--- src/rtl/msk_pkg.sv ---
package msk_pkg;

    typedef enum logic {
        MODE_MODIFY = 1'b0,
        MODE_LOAD   = 1'b1
    } msk_mode_e;

    typedef struct packed {
        logic wr_reg;
        logic mem_we;
        logic skip_en;
        logic replace;
    } msk_ctl_t;

endpackage

--- src/rtl/msk_operand_sel.sv ---
module msk_operand_sel
    import msk_pkg::*;
#(
    parameter int DATA_W = 16,
    parameter int DISP_W = 8,
    parameter int NUM_XR = 3,
    localparam int TAG_W = $clog2(NUM_XR + 1)
) (
    input  logic                     load_mode,
    input  logic                     long_fmt,
    input  logic [TAG_W-1:0]         tag,
    input  logic [DISP_W-1:0]        disp,
    input  logic [DATA_W-1:0]        word2,
    input  logic [DATA_W-1:0]        mem_rdata,
    input  logic [DATA_W-1:0]        iar_in,
    input  logic [NUM_XR*DATA_W-1:0] xr_in,
    output logic [DATA_W-1:0]        base,
    output logic [DATA_W-1:0]        addend,
    output msk_ctl_t                 ctl
);

    localparam int SLOTS = 1 << TAG_W;

    logic [DATA_W-1:0] slot_val [SLOTS];
    logic [DATA_W-1:0] disp_sx;
    logic [DATA_W-1:0] cur_reg;
    msk_mode_e         mode;

    assign slot_val[0] = iar_in;

    genvar gi;
    generate
        for (gi = 1; gi < SLOTS; gi++) begin : g_slot
            if (gi <= NUM_XR) begin : g_xr
                assign slot_val[gi] = xr_in[gi*DATA_W-1 -: DATA_W];
            end else begin : g_pad
                assign slot_val[gi] = '0;
            end
        end
    endgenerate

    assign disp_sx = {{(DATA_W-DISP_W){disp[DISP_W-1]}}, disp};
    assign cur_reg = slot_val[tag];
    assign mode    = msk_mode_e'(load_mode);

    always_comb begin
        base   = cur_reg;
        addend = disp_sx;
        ctl    = '0;
        if (mode == MODE_LOAD) begin
            addend      = long_fmt ? word2 : disp_sx;
            ctl.wr_reg  = 1'b1;
            ctl.replace = 1'b1;
        end else if (!long_fmt) begin
            ctl.wr_reg  = 1'b1;
            ctl.skip_en = (tag != '0);
        end else if (tag != '0) begin
            addend      = mem_rdata;
            ctl.wr_reg  = 1'b1;
            ctl.skip_en = 1'b1;
        end else begin
            base        = mem_rdata;
            ctl.mem_we  = 1'b1;
            ctl.skip_en = 1'b1;
        end
    end

endmodule

--- src/rtl/msk_sum_skip.sv ---
module msk_sum_skip #(
    parameter int DATA_W = 16
) (
    input  logic [DATA_W-1:0] base,
    input  logic [DATA_W-1:0] addend,
    input  logic              replace,
    input  logic              skip_en,
    output logic [DATA_W-1:0] value,
    output logic              skip_hit
);

    logic [DATA_W-1:0] sum;
    logic              is_zero;
    logic              sign_flip;

    assign sum       = base + addend;
    assign is_zero   = (sum == '0);
    assign sign_flip = sum[DATA_W-1] ^ base[DATA_W-1];
    assign value     = replace ? addend : sum;
    assign skip_hit  = skip_en && !replace && (is_zero || sign_flip);

endmodule

--- src/rtl/msk_unit.sv ---
module msk_unit
    import msk_pkg::*;
#(
    parameter int DATA_W = 16,
    parameter int DISP_W = 8,
    parameter int NUM_XR = 3,
    localparam int TAG_W = $clog2(NUM_XR + 1)
) (
    input  logic                     clk,
    input  logic                     rst_n,
    input  logic                     start,
    input  logic                     load_mode,
    input  logic                     long_fmt,
    input  logic [TAG_W-1:0]         tag,
    input  logic [DISP_W-1:0]        disp,
    input  logic [DATA_W-1:0]        word2,
    input  logic [DATA_W-1:0]        mem_rdata,
    input  logic [DATA_W-1:0]        iar_in,
    input  logic [NUM_XR*DATA_W-1:0] xr_in,
    output logic                     done,
    output logic                     skip,
    output logic                     wr_reg,
    output logic [TAG_W-1:0]         wr_sel,
    output logic                     mem_we,
    output logic [DATA_W-1:0]        mem_addr,
    output logic [DATA_W-1:0]        result
);

    typedef struct packed {
        logic              done;
        logic              skip;
        logic              wr_reg;
        logic [TAG_W-1:0]  wr_sel;
        logic              mem_we;
        logic [DATA_W-1:0] mem_addr;
        logic [DATA_W-1:0] result;
    } state_t;

    state_t            st_d, st_q;
    logic [DATA_W-1:0] base_w, addend_w, value_w;
    msk_ctl_t          ctl_w;
    logic              skip_w;

    msk_operand_sel #(
        .DATA_W (DATA_W),
        .DISP_W (DISP_W),
        .NUM_XR (NUM_XR)
    ) opsel_i (
        .load_mode (load_mode),
        .long_fmt  (long_fmt),
        .tag       (tag),
        .disp      (disp),
        .word2     (word2),
        .mem_rdata (mem_rdata),
        .iar_in    (iar_in),
        .xr_in     (xr_in),
        .base      (base_w),
        .addend    (addend_w),
        .ctl       (ctl_w)
    );

    msk_sum_skip #(
        .DATA_W (DATA_W)
    ) sum_i (
        .base     (base_w),
        .addend   (addend_w),
        .replace  (ctl_w.replace),
        .skip_en  (ctl_w.skip_en),
        .value    (value_w),
        .skip_hit (skip_w)
    );

    always_comb begin
        st_d        = st_q;
        st_d.done   = start;
        st_d.skip   = start && skip_w;
        st_d.wr_reg = start && ctl_w.wr_reg;
        st_d.mem_we = start && ctl_w.mem_we;
        if (start) begin
            st_d.wr_sel   = tag;
            st_d.mem_addr = word2;
            st_d.result   = value_w;
        end
    end

    always_ff @(posedge clk or negedge rst_n) begin
        if (!rst_n) begin
            st_q <= '0;
        end else begin
            st_q <= st_d;
        end
    end

    assign done     = st_q.done;
    assign skip     = st_q.skip;
    assign wr_reg   = st_q.wr_reg;
    assign wr_sel   = st_q.wr_sel;
    assign mem_we   = st_q.mem_we;
    assign mem_addr = st_q.mem_addr;
    assign result   = st_q.result;

endmodule

--- config.mk ---
export PLATFORM = sky130hd
export DESIGN_NAME = msk_unit
export DESIGN_NICKNAME = d
export VERILOG_FILES = /design/src/rtl/msk_pkg.sv /design/src/rtl/msk_operand_sel.sv /design/src/rtl/msk_sum_skip.sv /design/src/rtl/msk_unit.sv
export SDC_FILE = /design/constraint.sdc
export NUM_CORES = 1
export LEC_CHECK = 0
export CAP_MARGIN = 20
export CORE_UTILIZATION = 47
export DETAILED_ROUTE_END_ITERATION = 8
export PLACE_DENSITY_LB_ADDON = 0.2
export SLEW_MARGIN = 20
export SYNTH_ARGS = -nofsm -noshare
export SYNTH_HDL_FRONTEND = slang
export SYNTH_SLANG_ARGS = --single-unit
--- constraint.sdc ---
create_clock -name clk -period 2 [get_ports clk]
set_input_delay 0.4 -clock clk [delete_from_list [all_inputs] [get_ports clk]]
set_output_delay 0.4 -clock clk [all_outputs]
set_load 0.005 [all_outputs]
[After elaboration in Yosys (flattened, before gate mapping)]
Cells that the tools add are included.
Operators by class
  muxes and demuxes: 19
  bitwise operators: 2
  order comparisons: 1
  add/sub/neg operators: 1
  reductions and logical operators: 9
Operators with widths (count)
  two-way mux 16 bit: 10
  binary-select mux 16 bit (select 2 bit): 1
  adder 16 bit: 1
  logical NOT 16 bit: 1
  two-way mux 1 bit: 7
  logical AND 1 bit: 5
  >= comparator 3 bit, second input constant: 1
  inverter 2 -> 3 bit: 1
  two-way mux 2 bit: 1
  nonzero test 2 bit: 1
  logical NOT 1 bit: 1
  logical OR 1 bit: 1
  bitwise XOR 1 bit: 1
Word-level totals
  output and inout bits: 38
  input bits: 111
  word-level logic and storage cells: 39
  bits in registers: 38

[Longest topological paths before layout]
  depth after elaboration: 12
  depth in mapped cells: 16
  depth with buffers taken out: 14

[Modules after synthesis]
A second synthesis with hierarchy kept.
Unflattened totals
  cells, all modules: 396
  area, all modules: 3853.7 sq um
By module, submodules not included
  msk_unit: sequential area each 950.9 sq um, instances 1, area each 1516.5 sq um, cells each 79
  msk_operand_sel: sequential area each 0.0 sq um, instances 1, area each 1281.2 sq um, cells each 167
  msk_sum_skip: sequential area each 0.0 sq um, instances 1, area each 1056.0 sq um, cells each 150

[Worst setup path after synthesis]
No wires, ideal clock.
  kind: input-to-reg
  start: input tag[0]
  end: register st_q (netlist bit result[12])
  stages on the path: 12
  path slack: -1.690 ns
  path buffers: 2
  data arrival time: 3.571 ns
  required time: 1.881 ns
  path through: buf_2 buf_2 mux4_2 mux2_2 ha_1 a21o_2 o32ai_4 a211oi_2 o311a_4 a2111oi_4 o211ai_1 o21a_1
On the way
  word-level cells in the longest chain between the ends: 9
  elaborated cells on any way between the ends: 13
  classes of those cells: 1 x add/sub; 10 x mux; 1 x bitwise; 1 x reduce/logical
Ends and longest elaborated chain
  start, declared: RTL line msk_unit.sv:14  | input logic [TAG_W-1:0] tag,
  inverter 2 -> 3 bit (implied by the code): RTL line msk_operand_sel.sv:43  | assign cur_reg = slot_val[tag];
  binary-select mux 16 bit (select 2 bit): RTL line msk_operand_sel.sv:43
  two-way mux 16 bit (implied by the code) (2 in a row): RTL line msk_operand_sel.sv:43
  two-way mux 16 bit: RTL line msk_operand_sel.sv:57  | end else if (tag != '0) begin
  two-way mux 16 bit: RTL line msk_operand_sel.sv:54  | end else if (!long_fmt) begin
  two-way mux 16 bit: RTL line msk_operand_sel.sv:50  | if (mode == MODE_LOAD) begin
  adder 16 bit: RTL line msk_sum_skip.sv:16  | assign sum = base + addend;
  two-way mux 16 bit *: RTL line msk_sum_skip.sv:19  | assign value = replace ? addend : sum;
  end signal, assigned: RTL line msk_unit.sv:90  | st_q <= st_d;
  end, declared: RTL line msk_unit.sv:39  | state_t st_d, st_q;
Every way passes the cells marked *; elsewhere a longest branch is shown, timed or not. The select of a mux whose other input is x is not followed.
A chain may end at the register's enable or synchronous reset.

[Worst setup path in the final report]
  start: input tag[0]
  end: register st_q (netlist bit result[15])
The elaborated chain is that of the path after synthesis.

==> impl_results.md <==
* Outcome: finished with violations
* Violated checks: negative setup slack
* Starting Density at 49.5%
* Die area at 0.00767 mm^2
* Total of max-cap violations at 0
* Total number of yosys warnings at 0
* Final period utilization at 173%
* CORE AREA at 0.00694 mm^2
* Lkg Pwr at 0.00264 uW
* Register area share after synthesis at 27.6%
* Crit Path Category: input pin to flip-flop
* Remaining Overflow, GRT at 0
* Die height at 87.6 um
* Io pins at 149
* Pwr Total at 4040 uW
* Setup_tns at -17.86 ns
* Most area-consuming cells after synthesis: dfrtp_1, mux2_2, mux4_2, ha_1, nand2_1
* Min Tclk post-route at 3.46 ns
* Area of the multi-input gates at 0.00286 mm^2
* WHS at 0.0355 ns
* Crit-path max FO at 5
* Final HPWL DP at 9.68 mm
* Startpoint Class: input pin
* # setup viols final at 16
* Setup slack at placement at -1.88 ns
* Mapped cell area at 0.00344 mm^2
* Final Hold Fails at 0
* Post-route setup slack at -1.46 ns
* Maximum VDD drop at 0.523 mV
* Most used DFF post-synth: dfrtp_1
* Hold_buf cts at 0
* Clock Skews at 0 ns
* Wirelength per Cell at 24.6 um
* Top cell type's share of synthesized area at 27.6%
* Asr flop ratio synth at 100%
* Data arrival, critical path at 3.70 ns
* WP data required at 2.24 ns
* Min-Delay Path Class: input pin to async pin
* Netlist cell types at 52
* Total GRT Usage at 37.5%
* CTS Root Cell: clkbuf_8
* Post-synth EDFFs at 0
* Vias at 4376
* Max Slew Vio Count at 0
* DR iter-0 viols at 588
* Top cells by count, synth: nand2_1, dfrtp_1, mux2_2, o21ai_0
* Synth area leader: dfrtp_1
* Clock buffer depth at 2
* Count leader, synth: nand2_1
* H-Tree Level Count at 2
* Syn Nets at 485
* # diodes at 0
* Pwr dens at 639 mW/mm^2
* Area grow syn2layout at 83.6%
* Largest net degree at the start of global routing at 54
* Clk sinks at 38
* Die X at 87.6 um
* Sequential cell area at 951 um^2
* Clock Latency Late Sink at 0.30 ns
* Via density at 6.42
* DRC at 0
* Routability cong. at 0.908
* CTS tree: done
* Row cnt at 30
* Worst slew pin tran at 0.609 ns
* Pre-antenna DRT Iters at 6
* Register bit total from synthesis at 38
* First-pass GRT wire length at 21.5 mm
* CP endpoint kind: flip-flop
* Clock transition at path regs at 0.08 ns
* RSZ-0062 raised after global routing: true
* Relative slew margins at 59.4%
* F_max at 289 MHz
* FILL cells at 272
* Vias in the first global route at 4290
* ANT nets after route at 0
* CTS buffer count at 5
* Nets at 712
* Syn avg cell area at 9.61 um^2
* Initial antenna violation count at 0
* Util after Layout at 91.0%
* PortBufs at 148
* Cells after synthesis at 358
* Share of cells above drive strength 1 at 39.4%
* Drt total wl at 16.8 mm
layer usage:
layer  wire (um)  global-route usage (%)  part of all wire (%)  up-vias
met5           0                       0                     0        -
met4        1260                    19.8                   7.5        0
met3        1590                    7.16                   9.4      125
met2        8030                    64.4                    48      371
met1        5920                    44.7                    35     2088
li1            -                       -                     -     1792
logic make-up (layout without fill, tap and decap cells):
family | count (synthesis) | count (layout) | synth area share (%)
AO/OA/AOI/OAI | 99 | 99 | 21.1
XOR/XNOR | 11 | 11 | 2.80
adder cells (fa/ha/maj) | 16 | 16 | 6.04
buffers and inverters | 34 | 262 | 3.89
flip-flops | 38 | 38 | 27.6
multiplexers | 61 | 61 | 24.9
AND/OR/NAND/NOR | 99 | 99 | 13.6
critical path: stages:
cell and delay (ns):
buf_6 0.10, buf_6 0.13, buf_6 0.13, o21ai_4 0.32, buf_6 0.18, mux2i_2 0.23, o21ai_2 0.15, ha_4 0.34
buf_6 0.11, and3_4 0.16, a22oi_2 0.07, o211a_1 0.28, o211ai_1 0.40, a21boi_1 0.16, o311ai_2 0.36, o21a_1 0.19
power by group:
part	total (uW)	internal (uW)	switching (uW)
Sequential	933	870	63.3
Combinational	2530	1350	1180
Clock	568	277	291
Total	4040	2500	1530
final cells by class:
class                           instances  area share (%)
Sequential cell                        38            15.1
Inverter                                9           0.574
Clock buffer                            6            1.31
Multi-Input combinational cell        286            45.3
Tap cell                               96            1.90
Timing Repair Buffer                  245            35.7
Clock inverter                          2           0.198
placed cells by master, fill, tap and decap left out, drive strengths merged, types with 9 or more instances in the layout:
cell	Yosys	routed
a21oi	19	19
nor2	19	19
nand2	40	40
dlygate4sd2	0	21
buf	8	103
mux4	16	16
mux2	37	37
ha	15	15
o21ai	24	24
nand3	10	10
o21a	14	14
o211ai	12	12
inv	9	9
dfrtp	38	38
clkdlybuf4s50	0	120
worst paths after layout:
path,start,to,slack (ns),cells past startpoint
setup / recovery,tag[0],result[15],-1.46,16
hold / removal,rst_n,wr_sel[1],0.04,1
setup reg to reg,result[3],result[3],1.22,2
hold reg to reg,result[5],result[5],0.50,1
max in group asynchronous,rst_n,result[2],1.44,2
min in group clk,result[5],result[5],0.50,1
repair_timing:
action | CTS | global route
pin swaps | 24 | 33
gates resized for setup | 93 | 45
buffers inserted | 15 | 13
gates cloned | 1 | 0
endpoints found under the setup margin | 17 | 16
per-stage QoR:
stage / std cells / cell area [um^2]
finish: 682 / 6320
global route: 682 / 6320
CTS: 671 / 6020
detailed placement: 647 / 5560
global placement: 647 / 5560
floorplan: 358 / 3590
Power figures use the tool's default switching activity.
